**src/rtl/cfg_slice_pkg.sv**
```systemverilog
package cfg_slice_pkg;

  localparam int BUS_ADDR_W = 8;
  localparam int BUS_DATA_W = 8;
  localparam int BUS_CTRL_W = 3;

  typedef enum logic [BUS_CTRL_W-1:0] {
    OP_SHR = 3'd0,
    OP_RD  = 3'd1,
    OP_WR  = 3'd2,
    OP_SET = 3'd3,
    OP_CLR = 3'd4,
    OP_INC = 3'd5,
    OP_DEC = 3'd6,
    OP_SHL = 3'd7
  } cfg_op_e;

endpackage

```
**src/rtl/cfg_slice_decode.sv**
```systemverilog
module cfg_slice_decode
  import cfg_slice_pkg::*;
#(
  parameter int                ADDR_W    = BUS_ADDR_W,
  parameter logic [ADDR_W-1:0] INST_ADDR = '0,
  parameter logic [7:0]        OP_MASK   = 8'hFF
) (
  input  logic [ADDR_W-1:0]     addr,
  input  logic [BUS_CTRL_W-1:0] ctrl,
  output cfg_op_e               op,
  output logic                  upd_en,
  output logic                  rd_en
);

  logic hit;
  logic op_ok;

  assign hit   = (addr == INST_ADDR);
  assign op    = cfg_op_e'(ctrl);
  assign op_ok = hit && OP_MASK[ctrl];

  // reads never modify the stored word
  assign rd_en  = op_ok && (op == OP_RD);
  assign upd_en = op_ok && (op != OP_RD);

endmodule

```
**src/rtl/cfg_slice_alu.sv**
```systemverilog
module cfg_slice_alu
  import cfg_slice_pkg::*;
#(
  parameter int REG_W  = 8,
  parameter int DATA_W = BUS_DATA_W
) (
  input  cfg_op_e           op,
  input  logic [REG_W-1:0]  cur,
  input  logic [DATA_W-1:0] din,
  output logic [REG_W-1:0]  nxt
);

  always_comb begin
    nxt = cur;
    unique case (op)
      OP_SHR: nxt = {din[0], cur[REG_W-1:1]};
      OP_SHL: nxt = {cur[REG_W-2:0], din[0]};
      OP_WR:  nxt = din[REG_W-1:0];
      OP_SET: nxt = '1;
      OP_CLR: nxt = '0;
      OP_INC: nxt = cur + REG_W'(1);
      OP_DEC: nxt = cur - REG_W'(1);
      OP_RD:  nxt = cur;
      default: nxt = cur;
    endcase
  end

endmodule

```
**src/rtl/cfg_slice_readback.sv**
```systemverilog
module cfg_slice_readback #(
  parameter int REG_W  = 8,
  parameter int DATA_W = 8
) (
  input  logic              clk,
  input  logic              rst,
  input  logic              rd_en,
  input  logic [REG_W-1:0]  cur,
  output logic [DATA_W-1:0] rd_data,
  output logic              rd_valid
);

  always_ff @(posedge clk) begin
    if (rst) begin
      rd_data  <= '0;
      rd_valid <= 1'b0;
    end else begin
      rd_data  <= rd_en ? DATA_W'(cur) : '0;
      rd_valid <= rd_en;
    end
  end

endmodule

```
**src/rtl/cfg_slice.sv**
```systemverilog
module cfg_slice
  import cfg_slice_pkg::*;
#(
  parameter int                ADDR_W    = BUS_ADDR_W,
  parameter int                DATA_W    = BUS_DATA_W,
  parameter int                REG_W     = 8,
  parameter logic [ADDR_W-1:0] INST_ADDR = 8'h2A,
  parameter logic [REG_W-1:0]  RST_VAL   = '0,
  parameter logic [7:0]        OP_MASK   = 8'hFF
) (
  input  logic                  clk,
  input  logic                  rst,
  input  logic [ADDR_W-1:0]     bus_addr,
  input  logic [BUS_CTRL_W-1:0] bus_ctrl,
  input  logic [DATA_W-1:0]     bus_din,
  output logic [DATA_W-1:0]     rd_data,
  output logic                  rd_valid,
  output logic [REG_W-1:0]      cfg_val
);

  cfg_op_e          op;
  logic             upd_en;
  logic             rd_en;
  logic [REG_W-1:0] cfg_q;
  logic [REG_W-1:0] cfg_nxt;

  cfg_slice_decode #(
    .ADDR_W   (ADDR_W),
    .INST_ADDR(INST_ADDR),
    .OP_MASK  (OP_MASK)
  ) u_dec (
    .addr  (bus_addr),
    .ctrl  (bus_ctrl),
    .op    (op),
    .upd_en(upd_en),
    .rd_en (rd_en)
  );

  cfg_slice_alu #(
    .REG_W (REG_W),
    .DATA_W(DATA_W)
  ) u_alu (
    .op (op),
    .cur(cfg_q),
    .din(bus_din),
    .nxt(cfg_nxt)
  );

  always_ff @(posedge clk) begin
    if (rst)         cfg_q <= RST_VAL;
    else if (upd_en) cfg_q <= cfg_nxt;
  end

  cfg_slice_readback #(
    .REG_W (REG_W),
    .DATA_W(DATA_W)
  ) u_rb (
    .clk     (clk),
    .rst     (rst),
    .rd_en   (rd_en),
    .cur     (cfg_q),
    .rd_data (rd_data),
    .rd_valid(rd_valid)
  );

  assign cfg_val = cfg_q;

endmodule

```
**config.mk**
```make
export PLATFORM = sky130hd
export DESIGN_NAME = cfg_slice
export DESIGN_NICKNAME = d
export VERILOG_FILES = /design/src/rtl/cfg_slice_pkg.sv /design/src/rtl/cfg_slice_decode.sv /design/src/rtl/cfg_slice_alu.sv /design/src/rtl/cfg_slice_readback.sv /design/src/rtl/cfg_slice.sv
export SDC_FILE = /design/constraint.sdc
export NUM_CORES = 1
export LEC_CHECK = 0
export BUFFER_PORTS_ARGS = -buffer_cell sky130_fd_sc_hd__buf_2
export CORE_MARGIN = 5
export CORE_UTILIZATION = 47
export DETAILED_ROUTE_END_ITERATION = 16
export PLACE_DENSITY = 0.78
export SETUP_SLACK_MARGIN = 0.2
export SLEW_MARGIN = 20
export SYNTH_ARGS = -nofsm -noshare
export SYNTH_HDL_FRONTEND = slang
export SYNTH_SLANG_ARGS = --single-unit
```
**constraint.sdc**
```tcl
create_clock -name clk -period 2.1 [get_ports clk]
set_clock_uncertainty 0.05 [all_clocks]
set_input_delay 0.21 -clock clk [delete_from_list [all_inputs] [get_ports clk]]
set_output_delay 0.21 -clock clk [all_outputs]
set_load 0.005 [all_outputs]
```
Word level (Yosys, flattened, before mapping)
Memories as Yosys holds them, arrays and structs flattened.
Cells that the tools add are included.
- bits of input ports: 21
- memories kept: 1
- flip-flop bits (word level): 17
- memory bits (read-only): 8
- word-level logic and storage cells: 26
- output and inout bits: 17
- memories (name ; words ; width ; read ports ; clocked after memory_dff ; write ports ; RTL line ; text):
    (name not given) ; 8 ; 1 ; 1 ; 0 ; 0 ; cfg_slice_decode.sv:20 ; assign op_ok = hit && OP_MASK[ctrl];
- reductions and logical operators: 6
- muxes and demuxes: 2
- add/subtract/negate cells: 2
- $lt $le $gt $ge: 1
- bitwise logic cells: 2
- eq/ne operators: 9
- operators by type and width (cell ; number):
    case mux 8 bit (7 select lines) ; 1
    == test 3 bit, second input constant ; 4
    adder 8 x 1 -> 8 bit, second input constant ; 1
    == test 8 x 6 -> 1 bit, second input constant ; 1
    subtractor 8 x 1 -> 8 bit, second input constant ; 1
    == test 3 x 2 -> 1 bit, second input constant ; 2
    less-than comparator 3 x 4 -> 1 bit, second input constant ; 1
    == test 3 x 1 -> 1 bit, second input constant ; 1
    logical AND 1 bit ; 3
    logical NOT 3 bit ; 1
    inequality test 3 x 1 -> 1 bit, second input constant ; 1
    inverter 1 bit ; 2
    AND reduction 2 bit ; 1
    OR reduction 2 bit ; 1
    two-way mux 1 bit ; 1

Longest topological paths before layout
Gate-level depths: netlist of run 1.
- word-level depth: 6
- gate-level depth with buffers: 10

Hierarchy
A second synthesis of run 1 with hierarchy kept.
- cell total of the unflattened synthesis: 163
- area total of the unflattened synthesis: 1273.7 um^2
- modules (own cells, without submodules) (module ; area each (um^2) ; cells each ; instances ; seq. area each (um^2)):
    cfg_slice_alu ; 656.9 ; 110 ; 1 ; 0.0
    cfg_slice ; 285.3 ; 26 ; 1 ; 160.2
    cfg_slice_readback ; 256.5 ; 18 ; 1 ; 180.2
    cfg_slice_decode ; 75.1 ; 9 ; 1 ; 0.0

Worst setup path before layout of run 1
No wires, ideal clock.
- path type: input to register
- from: input bus_ctrl[0]
- to: register cfg_q[7] (netlist: cfg_val[7])
- arrival time: 1.772 ns
- setup time: 0.079 ns
- stages: 9
- slack: 0.199 ns
- required time: 1.971 ns
- cells stage by stage: buf_4 -> nand3b_4 -> buf_2 -> inv_1 -> ha_1 -> and2_1 -> a2111oi_0 -> o211ai_1 -> o211ai_1
- longest elaborated chain between the ends: 5
- RTL lines (element ; RTL line ; text):
    start, declared ; cfg_slice.sv:14 ; input logic [BUS_CTRL_W-1:0] bus_ctrl,
    memory read (8 x 1 bit) ; - ;
    two-way mux 1 bit (implied by the code) ; cfg_slice_decode.sv:20 ;
    logical AND 1 bit ; cfg_slice_decode.sv:20 ;
    logical AND 1 bit ; cfg_slice_decode.sv:24 ; assign upd_en = op_ok && (op != OP_RD);
    AND reduction 2 bit (no line) ; - ;
    end signal, assigned ; cfg_slice.sv:51 ; else if (upd_en) cfg_q <= cfg_nxt;
    end, declared ; cfg_slice.sv:24 ; logic [REG_W-1:0] cfg_q;
Parallel ways exist; a longest one is shown, timed or not. The select of a mux whose other input is x is not followed.
A chain may end at the register's enable or synchronous reset.

Worst setup path in the final report of run 1
- from: register cfg_q[1] (netlist: cfg_val[1])
- to: register cfg_q[3] (netlist: cfg_val[3])
- longest elaborated chain between the ends: 2
- RTL lines (element ; RTL line ; text):
    subtractor 8 x 1 -> 8 bit / adder 8 x 1 -> 8 bit (equally long branches) ; cfg_slice_alu.sv:22, cfg_slice_alu.sv:21 ;
    case mux 8 bit (7 select lines) * ; cfg_slice_alu.sv:15 ; unique case (op)
Every way passes the cells marked *; elsewhere a longest branch is shown, timed or not.

==> results of run 1 <==
==> per-stage QoR <==
| stage | hold slack [ps] | util, % | setup slack, ps | std cells |
|---|---|---|---|---|
| floorplan | 393 | - | 216 | 173 |
| global placement | 486 | 56.2 | 329 | 234 |
| detailed placement | 488 | 56.2 | 290 | 234 |
| CTS | 168 | 57.2 | 439 | 238 |
| global route | 176 | 57.2 | 280 | 238 |
| finish | 176 | 57.2 | 435 | 238 |
==> state kept, by name (all words and copies together) (netlist names) <==
register,cells
u_rb.rd_data,8
u_rb.rd_valid,1
cfg_val,8
==> logic make-up after synthesis <==
group,after synthesis
AO/OA/AOI/OAI,55
multiplexers,1
adder cells (fa/ha/maj),3
AND/OR/NAND/NOR,70
XOR/XNOR,3
flip-flops,17
buffers and inverters,24
==> routing by layer <==
metal | up-vias | GRT usage (%) | wire length [um]
li1 | 705 | - | -
met1 | 620 | 24.9 | 1580
met2 | 63 | 26.4 | 1540
met3 | 9 | 1.98 | 193
met4 | 0 | 9.55 | 94
met5 | - | 0 | 0
==> area by class of cell <==
cell class                 instances  area, um2
fill                             268       1160
tap                               31       38.8
timing repair buffer              45        245
clock buffer                       4       26.3
inverter                           9       33.8
sequential                        17        340
multi-input combinational        132        865
==> worst max-delay path, delay by kind of cell (launching register included) <==
kind	cells	cell delay, ps
muxes	1	240
buffers and inverters	1	190
AOI/OAI and AO/OA	3	640
DFF	1	380
and+or+nand+nor	1	90
==> power by group <==
group	leakage [nW]	internal (mW)	switching, mW
sequential	0.137	0.322	0.000838
clock	0.0150	0.0740	0.101
combinational	0.526	0.0459	0.0593
total	0.678	0.442	0.161
==> worst max-delay path by stage <==
stage,from,slack [ps],cells after the start,end
after floorplan,bus_ctrl[0],220,9,cfg_val[2]
after global placement,bus_ctrl[0],330,9,cfg_val[7]
after detailed placement,bus_ctrl[0],290,9,cfg_val[7]
after CTS,cfg_val[5],440,6,cfg_val[7]
after global routing,cfg_val[6],280,6,cfg_val[7]
final,cfg_val[1],440,6,cfg_val[3]
==> synthesized netlist by cell type (3+ instances only) <==
master / instances
nand2_1: 20
dfxtp_1: 17
nor2_1: 13
a21oi_1: 9
and2_1: 9
o21ai_0: 9
buf_2: 8
inv_1: 8
nor3_1: 6
o211ai_1: 5
clkbuf_1: 4
nand3_1: 4
a211oi_1: 3
buf_4: 3
ha_1: 3
==> flow_summary.ini, run 1 <==
[sta]
rsz0062_at_grt = false
worst_slew_pin_slew_ps = 521
fin_crit_sh_pct = 79.3
slew_headroom_pct = 65.2
setup_tns_ps = 0
slew_violations = 0
layout_min_cycle_time_ps = 1660
setup_viol = 0
max_freq_mhz = 601
hold_violations = 0

[worst_setup_path]
cp_max_fo = 11
end_kind = register
critPathMaxStageDelay_ps = 380
reg2reg_from = cfg_val[1]
path_class = register to register
cpMaxStageDelayCell = dfxtp_1
rr_endpoint = cfg_val[3]
rr_worst_depth = 6
worstPathCellList = buf_4, nor2_1, o211ai_1, mux2i_1, o21ai_1, a311oi_1
crit_path_start_kind = register
critical_path_required_ps = 2260
worstPathArrival_ps = 1830
worst-r2r-setup-slack_ps = 440

[routing]
ant_nets = 0
wl_mm = 3.41
drt-vias-per-instance = 5.87
drtIter0Drc = 65
drc_errors = 0
routedWlPerCell_um = 14.3
firstDrtPassIters = 5
via_count = 1397

[floorplanning]
io_pins = 38
die_y_um = 62.9
coreArea_um2 = 2710
rows = 19
die_x_um = 62.9
start_util_pct = 48.5
dieArea_um2 = 3960

[run]
cap_violations = 0

[cells_and_area]
mostFrequentLayoutCells = 37 x buf_2, 20 x nand2_1, 17 x dfxtp_1, 13 x nor2_1
drive_gt1_share_pct = 26.6
fin_area_um2 = 1550
area_delta_synth_final_pct = 17.8
diodes = 0
final_nets = 232
mostFrequentLayoutCell = buf_2

[synth]
synth-simple-area-share_pct = 29.5
synth_compound_area_share_pct = 30.5
synthArstFlopShare_pct = 0
synthCells = 173
synthAdderAreaFrac_pct = 2.85
synth_edf_count = 0
synth_top_family_by_area = compound AO/OA/AOI/OAI gates
syn_avg_cell_area_um2 = 7.60
synth_area_leader_cell = dfxtp_1
yosysWarnings = 0
synth-xor-area-share_pct = 2.00
synth_mux_area_share_pct = 0.761
yosys_register_bits = 17
seq_area_frac_synth_pct = 25.9
synth_top_area_share_pct = 25.9
syn-num-nets = 197
syn_area_um2 = 1320
synthDistinctLibCells = 57
yosys-top-cells-area = dfxtp_1 26%, nand2_1 5.7%, and2_1 4.3%, nor2_1 3.7%, a21oi_1 3.4%
synth_top_flop_cell = dfxtp_1

[power]
totalPowerFinal_uw = 604
p_leak_nw = 0.678
ir_worst_vdd_uv = 396
powerDensity_nw_per_um2 = 390

[grt]
grt_pass1_wl_mm = 5.84
overflow = 0
antenna_found_initial = 0
grt_max_degree = 25
grt_pass1_vias = 1228
grt_usage_pct = 17.8

[worst_hold_path]
min_from = rst
hold_depth = 2
hp-class = input pin to register
min_to = cfg_val[3]

[placement]
gp_congestion = 0.911
io_buffers = 37
dpl.hpwl_mm = 2.59
placed_cell_area_um2 = 1520

[clock_network]
cts_setup_buffers = 0
numCtsBuffers = 3
cts_hold_buf = 0
htreeDepth = 1
postCtsResizedCells = 0
insertion_delay_ps = 290
cts_sinks = 17
clockBufferDepth = 2
path_clk_slew_ps = 100
cts_root_buf = clkbuf_4
cts_tree = yes

[outcome]
status = finished clean
No activity file was read; power rests on OpenSTA's default activity.
==> inputs of run 2 (changes only) <==
Settings changed: ABC_AREA from default to 1, PLACE_DENSITY 0.78 to 0.8.
Clock period 2.1 ns to 1.63 ns, I/O delays scaled along.
==> flow_summary.ini, run 2 <==
[routing]
wl_mm = 3.44
ant_nets = 0
drtIter0Drc = 47
drt-vias-per-instance = 5.17
firstDrtPassIters = 4
routedWlPerCell_um = 12.9
via_count = 1374
drc_errors = 0

[cells_and_area]
drive_gt1_share_pct = 42.4
fin_area_um2 = 1670
mostFrequentLayoutCell = nand2_1
area_delta_synth_final_pct = 41.7
final_nets = 261
diodes = 0
mostFrequentLayoutCells = 44 x nand2_1, 37 x buf_2, 23 x buf_4, 17 x inv_1, 15 x nor2_1

[sta]
hold_ws_ps = 67.2
hold_violations = 0
setup_tns_ps = 0
fin_crit_sh_pct = 98.7
max_freq_mhz = 622
rsz0062_at_grt = true
slew_headroom_pct = 80.1
layout_setup_ws_ps = 21.5
slew_violations = 0
setup_viol = 0
worst_slew_pin_slew_ps = 296
layout_min_cycle_time_ps = 1610

[synth]
synth_top_flop_cell = dfxtp_1
synth_top_area_share_pct = 28.8
yosys_register_bits = 17
syn_avg_cell_area_um2 = 6.83
synthDistinctLibCells = 30
synth_most_common_cell = nand2_1
syn_area_um2 = 1180
synth_edf_count = 0
seq_area_frac_synth_pct = 28.8
yosys-top-cells-count = 46 x nand2_1, 19 x inv_1, 17 x dfxtp_1
synthArstFlopShare_pct = 0
yosysWarnings = 0
synth_area_leader_cell = dfxtp_1
synthCells = 173
yosys-top-cells-area = dfxtp_1 29%, nand2_1 15%, inv_1 6.0%, nand3_1 5.9%, a21oi_1 5.5%
syn-num-nets = 197

[worst_hold_path]
hp-class = input pin to register

[power]
totalPowerFinal_uw = 813
swShare_pct = 28.9
power_frac_comb_pct = 20.1
powerDensity_nw_per_um2 = 486
p_clk_share_pct = 29.1
p_leak_nw = 0.820
p_switching_uw = 235
seqPwrFrac_pct = 50.8
p_int_uw = 578
ir_worst_vdd_uv = 434

[grt]
antenna_found_initial = 0
grt_pass1_vias = 1280
overflow = 0
grt_usage_pct = 20.3
grt_max_degree = 11
grt_pass1_wl_mm = 5.62

[placement]
gp_congestion = 0.914
dpl_worst_slack_ps = -22.5
placed_cell_area_um2 = 1590
io_buffers = 37
dpl.hpwl_mm = 2.73

[clock_network]
numCtsBuffers = 3
clockBufferDepth = 2
htreeDepth = 1
cts_root_buf = clkbuf_4
cts_tree = yes
insertion_delay_ps = 300
cts_sinks = 17
path_clk_slew_ps = 110

[worst_setup_path]
crit_path_start_kind = register
end_kind = register
worstPathArrival_ps = 1750
cp_max_fo = 4
path_class = register to register
critical_path_required_ps = 1780

[floorplanning]
rows = 18
io_pins = 38
start_util_pct = 48.6
coreArea_um2 = 2430
dieArea_um2 = 3620
die_x_um = 60.1
die_y_um = 60.1

[run]
cap_violations = 0

[outcome]
status = finished clean
## run 2: worst paths after layout
check             cells past startpoint       start  slack [ps]    endpoint
setup / recovery                     14  cfg_val[1]          20  cfg_val[4]
hold / removal                        2         rst          70  cfg_val[5]
setup reg to reg                     14  cfg_val[1]          20  cfg_val[4]
hold reg to reg                       2  cfg_val[7]         450  cfg_val[7]
## run 2: repair_timing
action / in CTS / in global routing
gates resized for setup: 9 / 4
pin swaps: 7 / 7
endpoints found under the setup margin: 6 / 6
setup buffers: 2 / 1
hold buffers: 0 / 0
## run 2: layout make-up
class	instances	area (um2)
multi-input combinational	131	792
fill	220	758
timing repair buffer	61	369
sequential	17	352
inverter	23	96.3
tap	30	37.5
clock buffer	3	22.5
clock inverter	1	5.00
## run 2: per-stage QoR
stage | utilization [%] | cells
floorplan | - | 173
global placement | 65.3 | 259
detailed placement | 65.3 | 259
CTS | 67.8 | 265
global route | 68.8 | 266
finish | 68.8 | 266
## run 2: power groups by stage
stage | clock network (mW) | logic, mW | registers [mW]
2_1_floorplan | 0 | 0.0941 | 0.424
3_3_place_gp | 0 | 0.157 | 0.424
3_5_place_dp | 0 | 0.157 | 0.424
4_1_cts | 0.243 | 0.159 | 0.415
5_1_grt | 0.258 | 0.181 | 0.413
6_report | 0.237 | 0.164 | 0.413
## run 2: cells by family (layout without fill, tap and decap cells)
family / count (synthesis) / in the layout / synth area share (%)
and+or+nand+nor: 93 / 93 / 39.2
xor gates and xnor gates: 1 / 1 / 0.742
adders and majority gates: 3 / 3 / 3.18
DFF: 17 / 17 / 28.8
buffers and inverters: 25 / 88 / 9.64
AOI/OAI and AO/OA: 34 / 34 / 18.4
## run 2: worst max-delay path, stage by stage, from the launching register on
cell and delay, ps:
dfxtp_4 380, inv_2 60, nand2_2 50, nand2_1 60, inv_1 40, ha_2 160
inv_2 50, nand2_2 50, nand3_2 80, o21ai_2 60, or2_1 210, nand3_1 70
nand2_1 50, nand2_1 80, a21oi_2 50
## run 2: metal layers
| metal | up-vias | global-route usage (%) | wire length, um |
|---|---|---|---|
| met5 | - | 0 | 0 |
| li1 | 703 | - | - |
| met3 | 4 | 4.97 | 260 |
| met2 | 49 | 36.0 | 1680 |
| met4 | 0 | 2.53 | 23 |
| met1 | 618 | 25.4 | 1480 |
